File: config.mk
export PLATFORM = sky130hd
export DESIGN_NAME = adc_window_monitor
export DESIGN_NICKNAME = d
export VERILOG_FILES = /design/src/rtl/awm_pkg.sv /design/src/rtl/awm_cfg_decode.sv /design/src/rtl/awm_slot.sv /design/src/rtl/awm_irq_merge.sv /design/src/rtl/adc_window_monitor.sv
export SDC_FILE = /design/constraint.sdc
export NUM_CORES = 1
export LEC_CHECK = 0
export BUFFER_PORTS_ARGS = -buffer_cell sky130_fd_sc_hd__buf_2
export CORE_AREA = 10 10 201 222
export CTS_CLUSTER_SIZE = 25
export DETAILED_ROUTE_END_ITERATION = 6
export DIE_AREA = 0 0 211 232
export PLACE_DENSITY = 0.79
export SYNTH_ARGS = -nofsm -noshare
export SYNTH_HDL_FRONTEND = slang
export SYNTH_SLANG_ARGS = --single-unit
export TNS_END_PERCENT = 5
File: constraint.sdc
create_clock -name clk -period 3.2 [get_ports clk]
set_input_delay 0.96 -clock clk [delete_from_list [all_inputs] [get_ports clk]]
set_output_delay 0.96 -clock clk [all_outputs]
set_load 0.02 [all_outputs]
File: src/rtl/awm_pkg.sv
package awm_pkg;

  localparam int RES_W = 12;

  typedef enum logic [1:0] {
    WATCH_OFF    = 2'd0,
    WATCH_WINDOW = 2'd1,
    WATCH_RISE   = 2'd2,
    WATCH_FALL   = 2'd3
  } watch_mode_e;

  typedef enum logic [1:0] {
    KIND_LOW   = 2'd0,
    KIND_HIGH  = 2'd1,
    KIND_MODE  = 2'd2,
    KIND_CLEAR = 2'd3
  } cfg_kind_e;

  // Value lies outside the closed interval [lo, hi].
  function automatic logic beyond_window(input logic [RES_W-1:0] v,
                                         input logic [RES_W-1:0] lo,
                                         input logic [RES_W-1:0] hi);
    return (v < lo) || (v > hi);
  endfunction

  // Previous sample under the level, current one at or over it.
  function automatic logic went_up(input logic [RES_W-1:0] prev,
                                   input logic [RES_W-1:0] cur,
                                   input logic [RES_W-1:0] level);
    return (prev < level) && (cur >= level);
  endfunction

  // Previous sample at or over the level, current one under it.
  function automatic logic went_down(input logic [RES_W-1:0] prev,
                                     input logic [RES_W-1:0] cur,
                                     input logic [RES_W-1:0] level);
    return (prev >= level) && (cur < level);
  endfunction

endpackage

File: src/rtl/awm_cfg_decode.sv
module awm_cfg_decode
  import awm_pkg::*;
#(
  parameter int NCH = 8,
  localparam int CHW = (NCH > 1) ? $clog2(NCH) : 1
) (
  input  logic             clk,
  input  logic             rst_n,
  input  logic             smp_valid,
  input  logic [CHW-1:0]   smp_chan,
  input  logic             cfg_we,
  input  logic [1:0]       cfg_kind,
  input  logic [CHW-1:0]   cfg_chan,
  input  logic [RES_W-1:0] cfg_wdata,
  output logic [NCH-1:0]   hit_vec,
  output logic [NCH-1:0]   wr_lo_vec,
  output logic [NCH-1:0]   wr_hi_vec,
  output logic [NCH-1:0]   wr_mode_vec,
  output logic [NCH-1:0]   clr_vec
);

  logic do_lo, do_hi, do_mode, do_clr;

  assign do_lo   = cfg_we && (cfg_kind == KIND_LOW);
  assign do_hi   = cfg_we && (cfg_kind == KIND_HIGH);
  assign do_mode = cfg_we && (cfg_kind == KIND_MODE);
  assign do_clr  = cfg_we && (cfg_kind == KIND_CLEAR);

  for (genvar i = 0; i < NCH; i++) begin : g_dec
    localparam logic [CHW-1:0] IDX = CHW'(i);
    assign hit_vec[i]     = smp_valid && (smp_chan == IDX);
    assign wr_lo_vec[i]   = do_lo   && (cfg_chan == IDX);
    assign wr_hi_vec[i]   = do_hi   && (cfg_chan == IDX);
    assign wr_mode_vec[i] = do_mode && (cfg_chan == IDX);
    if (i < RES_W) begin : g_mask
      assign clr_vec[i] = do_clr && cfg_wdata[i];
    end else begin : g_nomask
      assign clr_vec[i] = 1'b0;
    end
  end

  // one result never lands in two channels
  p_one_target_r2: assert property (@(posedge clk) disable iff (!rst_n)
    $onehot0(hit_vec));

  // a threshold or mode write reaches at most one channel
  p_one_cfg_r8: assert property (@(posedge clk) disable iff (!rst_n)
    $onehot0(wr_lo_vec | wr_hi_vec | wr_mode_vec));

endmodule

File: src/rtl/awm_slot.sv
module awm_slot
  import awm_pkg::*;
(
  input  logic             clk,
  input  logic             rst_n,
  input  logic             smp_hit,
  input  logic [RES_W-1:0] smp_value,
  input  logic             wr_lo,
  input  logic             wr_hi,
  input  logic             wr_mode,
  input  logic [RES_W-1:0] wdata,
  input  logic             clr,
  output logic             flag,
  output logic             mode_on,
  output logic [RES_W-1:0] latest
);

  logic [RES_W-1:0] lo_q, hi_q, latest_q;
  watch_mode_e      mode_q;
  logic             seen_q;
  logic             flag_q;
  logic             cond_w;
  logic             hit_event;

  always_comb begin
    unique case (mode_q)
      WATCH_WINDOW: cond_w = beyond_window(smp_value, lo_q, hi_q);
      WATCH_RISE:   cond_w = seen_q && went_up(latest_q, smp_value, hi_q);
      WATCH_FALL:   cond_w = seen_q && went_down(latest_q, smp_value, lo_q);
      default:      cond_w = 1'b0;
    endcase
  end

  assign hit_event = smp_hit && cond_w;

  always_ff @(posedge clk or negedge rst_n) begin
    if (!rst_n) begin
      lo_q     <= '0;
      hi_q     <= '1;
      mode_q   <= WATCH_OFF;
      latest_q <= '0;
      seen_q   <= 1'b0;
      flag_q   <= 1'b0;
    end else begin
      if (wr_lo)   lo_q   <= wdata;
      if (wr_hi)   hi_q   <= wdata;
      if (wr_mode) mode_q <= watch_mode_e'(wdata[1:0]);
      if (smp_hit) latest_q <= smp_value;
      if (wr_mode)      seen_q <= 1'b0;
      else if (smp_hit) seen_q <= 1'b1;
      flag_q <= hit_event || (flag_q && !clr);
    end
  end

  assign flag    = flag_q;
  assign mode_on = (mode_q != WATCH_OFF);
  assign latest  = latest_q;

  // the accepted result is what the register holds afterwards
  p_capture_r2: assert property (@(posedge clk) disable iff (!rst_n)
    smp_hit |=> (latest == $past(smp_value)));

  // an out-of-window result in window mode leaves the flag set
  p_window_r3: assert property (@(posedge clk) disable iff (!rst_n)
    (smp_hit && mode_q == WATCH_WINDOW && (smp_value < lo_q || smp_value > hi_q)) |=> flag);

  // no crossing without a previous sample
  p_first_quiet_r6: assert property (@(posedge clk) disable iff (!rst_n)
    (smp_hit && !seen_q && (mode_q == WATCH_RISE || mode_q == WATCH_FALL) && !flag && !wr_mode) |=> !flag);

  // off mode never raises a flag
  p_off_quiet_r7: assert property (@(posedge clk) disable iff (!rst_n)
    (smp_hit && mode_q == WATCH_OFF && !flag) |=> !flag);

  // flag holds without a clear
  p_sticky_r8: assert property (@(posedge clk) disable iff (!rst_n)
    (flag && !clr) |=> flag);

  // a clear without an event drops the flag
  p_clear_r8: assert property (@(posedge clk) disable iff (!rst_n)
    (flag && clr && !hit_event) |=> !flag);

  // an event beats a simultaneous clear
  p_set_wins_r9: assert property (@(posedge clk) disable iff (!rst_n)
    (hit_event && clr) |=> flag);

endmodule

File: src/rtl/awm_irq_merge.sv
module awm_irq_merge #(
  parameter int NCH = 8
) (
  input  logic [NCH-1:0] flag_vec,
  input  logic [NCH-1:0] on_vec,
  output logic           irq
);

  logic [NCH-1:0] live;

  for (genvar i = 0; i < NCH; i++) begin : g_live
    assign live[i] = flag_vec[i] && on_vec[i];
  end

  assign irq = |live;

endmodule

File: src/rtl/adc_window_monitor.sv
module adc_window_monitor
  import awm_pkg::*;
#(
  parameter int NCH = 8,
  localparam int CHW = (NCH > 1) ? $clog2(NCH) : 1
) (
  input  logic             clk,
  input  logic             rst_n,
  input  logic             smp_valid,
  input  logic [CHW-1:0]   smp_chan,
  input  logic [RES_W-1:0] smp_value,
  input  logic             cfg_we,
  input  logic [1:0]       cfg_kind,
  input  logic [CHW-1:0]   cfg_chan,
  input  logic [RES_W-1:0] cfg_wdata,
  input  logic [CHW-1:0]   rd_chan,
  output logic [RES_W-1:0] rd_result,
  output logic [NCH-1:0]   flags,
  output logic             irq
);

  logic [NCH-1:0]   hit_vec, wr_lo_vec, wr_hi_vec, wr_mode_vec, clr_vec;
  logic [NCH-1:0]   flag_vec, on_vec;
  logic [RES_W-1:0] latest_arr [NCH];

  awm_cfg_decode #(.NCH(NCH)) u_dec (
    .clk        (clk),
    .rst_n      (rst_n),
    .smp_valid  (smp_valid),
    .smp_chan   (smp_chan),
    .cfg_we     (cfg_we),
    .cfg_kind   (cfg_kind),
    .cfg_chan   (cfg_chan),
    .cfg_wdata  (cfg_wdata),
    .hit_vec    (hit_vec),
    .wr_lo_vec  (wr_lo_vec),
    .wr_hi_vec  (wr_hi_vec),
    .wr_mode_vec(wr_mode_vec),
    .clr_vec    (clr_vec)
  );

  for (genvar i = 0; i < NCH; i++) begin : g_slot
    awm_slot u_slot (
      .clk      (clk),
      .rst_n    (rst_n),
      .smp_hit  (hit_vec[i]),
      .smp_value(smp_value),
      .wr_lo    (wr_lo_vec[i]),
      .wr_hi    (wr_hi_vec[i]),
      .wr_mode  (wr_mode_vec[i]),
      .wdata    (cfg_wdata),
      .clr      (clr_vec[i]),
      .flag     (flag_vec[i]),
      .mode_on  (on_vec[i]),
      .latest   (latest_arr[i])
    );
  end

  awm_irq_merge #(.NCH(NCH)) u_irq (
    .flag_vec(flag_vec),
    .on_vec  (on_vec),
    .irq     (irq)
  );

  always_comb begin
    rd_result = '0;
    for (int i = 0; i < NCH; i++) begin
      if (rd_chan == CHW'(i)) rd_result = latest_arr[i];
    end
  end

  assign flags = flag_vec;

  // the interrupt only rises after a result or a register write
  p_irq_cause_r10: assert property (@(posedge clk) disable iff (!rst_n)
    $rose(irq) |-> $past(smp_valid || cfg_we));

  // a raised interrupt always has a flag behind it
  p_irq_backed_r10: assert property (@(posedge clk) disable iff (!rst_n)
    irq |-> (flags != '0));

endmodule

---- After elaboration in Yosys (flattened, before gate mapping) ----
Index checks and enable logic that the tools add are counted.
word-level totals
  flip-flop bits (word level) ............. 320
  logic and storage cells ................. 313
  input bits .............................. 39
  output and inout port bits .............. 21
cells by class
  $lt $le $gt $ge ......................... 40
  muxes and demuxes ....................... 32
  equality and inequality tests ........... 48
  reduce and logical (&&, ||, !) cells .... 145
operators with widths
  cell                count
  $ge 12x12->1        16
  $lt 12x12->1        16
  $logic_and 1x1->1   100
  $gt 12x12->1        8
  $mux 12             8
  $eq 2x2->1 const B  18
  $eq 3x3->1 const B  12
  $reduce_bool 2->1   16
  $pmux 1 s3          8
  $eq 2x1->1 const B  9
  $eq 3x2->1 const B  6
  $logic_or 1x1->1    16
  $mux 1              16
  $eq 3x1->1 const B  3
  $logic_not 3->1     3
  $logic_not 1->1     8
  $reduce_or 8->1     1
  $logic_not 2->1     1

---- Depth between registers and ports, before layout ----
  depth in word-level cells ............... 9
  mapped depth ............................ 9
  depth with buffers taken out ............ 8

---- Hierarchy ----
From an unflattened synthesis, not the netlist that was laid out.
unflattened totals
  cell total of the unflattened synthesis .. 2237
  area, all modules ....................... 22089.9 um2
modules (own cells, without submodules)
  module                            cells an instance  sequential area each (um2)  instances  area an instance (um2)
  awm_slot at g_slot[0].u_slot ...  258                1016.0                      7          2612.5
  awm_slot at g_slot[3].u_slot      262                1016.0                      1          2572.5
  adc_window_monitor                101                0.0                         1          853.3
  awm_cfg_decode                    63                 0.0                         1          340.3
  awm_irq_merge                     5                  0.0                         1          36.3

---- Worst setup path after synthesis ----
Ideal clock, no wire load.
  path type ............................... input -> output
  start point ............................. in rd_chan[0]
  end point ............................... out rd_result[1]
  arrival ................................. 2.359 ns
  buffers on the path ..................... 3
  data required time ...................... 2.240 ns
  setup slack ............................. -0.119 ns
  stages .................................. 5
  cells stage by stage .................... clkbuf_1 buf_1 buf_1 a21oi_1 o21ai_0
between the ends
  cells in the longest elaborated chain, start to end .. 9
  elaborated cells between the ends (all ways) .. 16
  those cells by class .................... 7 x eq/ne; 8 x mux; 1 x reduce/logical
RTL lines
  what                   line                      RTL
  start, declared        adc_window_monitor.sv:16  input logic [CHW-1:0] rd_chan,
  $logic_not 3->1        adc_window_monitor.sv:68  if (rd_chan == CHW'(i)) rd_result = latest_arr[i];
  $mux 12 (7 in series)  adc_window_monitor.sv:68
  $mux 12 (*)            adc_window_monitor.sv:68
  end, declared          adc_window_monitor.sv:17  output logic [RES_W-1:0] rd_result,
Every way passes the cells marked *; elsewhere a longest branch is shown, timed or not.

---- Worst setup path in the final report ----
  start point ............................. in rd_chan[1]
  end point ............................... out rd_result[1]
The elaborated chain is that of the path after synthesis.

==> results.sh <==
export IMPL_die_width_um=211
export IMPL_portBuffers=59
export IMPL_clk_pin_slew_worst_paths_ns=0.06
export IMPL_synth_ff_type="dfrtp_1"
export IMPL_cp_start_kind="input port"
export IMPL_drt_iter0_drc=1437
export IMPL_critPathTopFamily="compound AO/OA/AOI/OAI gates"
export IMPL_syn2layout_area_growth_pct=13.0
export IMPL_dp_hpwl_um=50200
export IMPL_wl_per_cell_um=24.5
export IMPL_layout_commonest_cell="ha_1"
export IMPL_fin_nets=2653
export IMPL_cts_tree="built"
export IMPL_yosysSeqAreaShare_pct=37.4
export IMPL_setup_violations=3
export IMPL_power_frac_seq_pct=38.3
export IMPL_crit_arrival_ns=2.27
export IMPL_crit_path_top_delay_cell="a222oi_1"
export IMPL_num_vias=17507
export IMPL_cp_data_required_time_ns=2.24
export IMPL_finalCriticalPeriod_ns=3.23
export IMPL_via_per_inst=6.28
export IMPL_ios=60
export IMPL_path_buf_inv=3
export IMPL_comb_power_share_pct=34.1
export IMPL_violations="setup timing"
export IMPL_synth_async_reset_ratio_pct=100
export IMPL_cts_hold_fix_buffers=0
export IMPL_path_cells="buf_16, buf_6, mux2i_4, o32ai_4, a222oi_1, o21ai_1, buf_4"
export IMPL_crit_cells=7
export IMPL_drc_errors=0
export IMPL_cp_max_fo=16
export IMPL_layout_setup_ws_ns=-0.0331
export IMPL_synth_top_area_share_pct=25.8
export IMPL_p_sw_share_pct=35.5
export IMPL_die_area_sq_um=49000
export IMPL_layout_drive_gt1_share_pct=24.5
export IMPL_cts_root_buf="clkbuf_16"
export IMPL_clock_sinks=320
export IMPL_yosys_warnings=0
export IMPL_synth_avg_cell_area_sq_um=10.2
export IMPL_worstRegToRegCells=8
export IMPL_clk_path_buf_depth=3
export IMPL_finalMaxSlewViolations=0
export IMPL_grt_remaining_overflow=0
export IMPL_wirelength_um=68300
export IMPL_rsz0062_at_grt="yes"
export IMPL_clk_latency_ns=0.54
export IMPL_synth_area_leaders="dfrtp_1 (26%), ha_1 (21%), dfstp_2 (12%)"
export IMPL_synth_nets=2537
export IMPL_status="finished, violations left"
export IMPL_antenna_left=0
export IMPL_intPower_mw=10.0
export IMPL_cap_violations=0
export IMPL_total_power_mw=15.6
export IMPL_synth_top_area_cell="dfrtp_1"
export IMPL_critPathKind="input port to output pin"
export IMPL_fin_crit_sh_pct=101
export IMPL_first_global_vias=17952
export IMPL_gp_congestion=0.998
export IMPL_fin_skew_ns=0.0157
export IMPL_post_place_cells=2721
export IMPL_synth_cell_types=65
export IMPL_core_area_sq_um=39900
export IMPL_row_count=77
export IMPL_stdcell_count=2786
export IMPL_fp_dieH_um=232
export IMPL_hold_path_class="input port to asynchronous set/reset pin"
export IMPL_layout_common_cells="ha_1 (368), dfrtp_1 (224), mux2_2 (207), inv_1 (201), nand2_1 (166)"
export IMPL_max_freq_mhz=309
export IMPL_cts_buffers=36
export IMPL_power_density_nw_per_um2=633
export IMPL_grt_antenna_before_repair=1
export IMPL_synthCells=2130
export IMPL_relSlewSlack_pct=47.6
export IMPL_syn_area_sq_um=21700
export IMPL_grt_use_total_pct=27.8
export IMPL_switching_power_mw=5.51
export IMPL_grt_max_degree=73
export IMPL_ir_drop_uv=459
export IMPL_start_util_pct=54.5
export IMPL_grt_pass1_wl_um=104000
export IMPL_hold_violations=0
export IMPL_synth_edf_count=0
export IMPL_tightest_slew_ns=0.787
export IMPL_post_cts_buffers=0
export IMPL_cts_htree_levels=2
export IMPL_clockPowerShare_pct=27.6
export IMPL_slowest_delay_ns=0.31
export IMPL_worstSetupEndpointType="output pin"
export IMPL_ys_ff_latch=320
export IMPL_drtPass1Iterations=5
export IMPL_p_leak_nw=11.6
export IMPL_whs_ns=0.393
[synth_stat cells, types with 6 or more instances]
| master | number |
|---|---|
| a211o_1 | 32 |
| a211oi_1 | 24 |
| a21o_1 | 34 |
| a21oi_1 | 106 |
| a221oi_1 | 6 |
| a31oi_1 | 16 |
| a32oi_1 | 6 |
| and4_1 | 13 |
| buf_2 | 17 |
| buf_4 | 9 |
| clkbuf_1 | 44 |
| dfrtp_1 | 224 |
| dfstp_2 | 96 |
| ha_1 | 368 |
| inv_1 | 201 |
| mux2_2 | 207 |
| mux2i_1 | 11 |
| nand2_1 | 166 |
| nand2b_1 | 26 |
| nand3_1 | 10 |
| nand4_1 | 57 |
| nor2_1 | 99 |
| nor2b_1 | 34 |
| nor3_1 | 14 |
| nor3b_1 | 8 |
| o211ai_1 | 10 |
| o21a_1 | 17 |
| o21ai_0 | 166 |
| o221ai_1 | 7 |
| o22ai_1 | 8 |
| o31ai_1 | 11 |
| o32ai_1 | 6 |
[sequential cells by signal, summed over array words and instances, names as in the netlist]
| register | flops |
|---|---|
| g_slot.u_slot.lo_q | 96 |
| g_slot.u_slot.hi_q | 96 |
| g_slot.u_slot.flag | 8 |
| g_slot.u_slot.latest | 96 |
| g_slot.u_slot.seen_q | 8 |
| g_slot.u_slot.mode_q | 16 |
[area by class of cell]
| type | instances | area, sq um |
|---|---|---|
| diodes | 1 | 2.50 |
| clock buffers | 57 | 1120 |
| clock inverters | 7 | 87.6 |
| fillers | 3222 | 15300 |
| inverters | 201 | 754 |
| multi-input cells | 1534 | 12700 |
| flip-flops and latches | 320 | 8130 |
| well taps | 513 | 642 |
| repair buffers | 153 | 1180 |
[kinds of logic (layout without fill, tap and decap cells)]
group / after synthesis / count (layout) / share of synthesized area [%]
and+or+nand+nor: 452 / 452 / 10.1
AOI/OAI and AO/OA: 494 / 494 / 14.8
DFF: 320 / 320 / 37.4
buffers and inverters: 276 / 418 / 5.05
adders and majority gates: 368 / 368 / 21.2
other: 0 / 1 / 0
muxes: 220 / 220 / 11.4
[power groups by stage]
stage	Clock [mW]	Combinational, mW	Sequential [mW]
5_1_grt	4.49	6.00	6.03
4_1_cts	4.33	5.23	5.93
2_1_floorplan	0	3.74	5.55
3_3_place_gp	0	4.78	5.96
6_report	4.29	5.30	5.96
3_5_place_dp	0	5.15	5.99
[per-layer routing]
layer	up-vias	track usage (%)	share of wire, %
met4	0	12.7	5.0
li1	7964	-	-
met3	181	4.33	6.8
met5	-	0	0
met1	8714	34.5	41
met2	648	46.7	47
[timing repair]
action,4_1_cts,5_1_grt
hold endpoints to repair,0,0
pin swaps,1,5
resized for setup,28,28
endpoints found under the setup margin,13,11
[worst paths after layout]
path,startpoint,end,slack (ns)
max,rd_chan[1],rd_result[1],-0.03
min,rst_n,g_slot[4].u_slot.mode_q[0]$_DFFE_PN0P_,0.39
max reg2reg,g_slot[7].u_slot.hi_q[9]$_DFFE_PN1P_,g_slot[7].u_slot.flag$_DFF_PN0_,0.96
min reg2reg,g_slot[2].u_slot.lo_q[7]$_DFFE_PN0P_,g_slot[2].u_slot.lo_q[7]$_DFFE_PN0P_,0.50
max in group asynchronous,rst_n,g_slot[5].u_slot.hi_q[7]$_DFFE_PN1P_,1.89
min in group clk,g_slot[2].u_slot.lo_q[7]$_DFFE_PN0P_,g_slot[2].u_slot.lo_q[7]$_DFFE_PN0P_,0.50
[through the flow]
| step | worst slack [ns] | cell area, sq um | util [%] | TNS [ns] |
|---|---|---|---|---|
| 4_1_cts | -0.000378 | 24400 | 61.3 | -0.000378 |
| 2_1_floorplan | -0.119 | 21700 | - | -0.167 |
| 3_5_place_dp | -0.336 | 23200 | 58.1 | -2.65 |
| 6_report | -0.0331 | 24600 | 61.6 | -0.0627 |
| 5_1_grt | -0.0879 | 24600 | 61.6 | -0.283 |
| 3_3_place_gp | -0.230 | 23200 | 58.1 | -1.94 |
No activity file was read; power rests on OpenSTA's default activity.
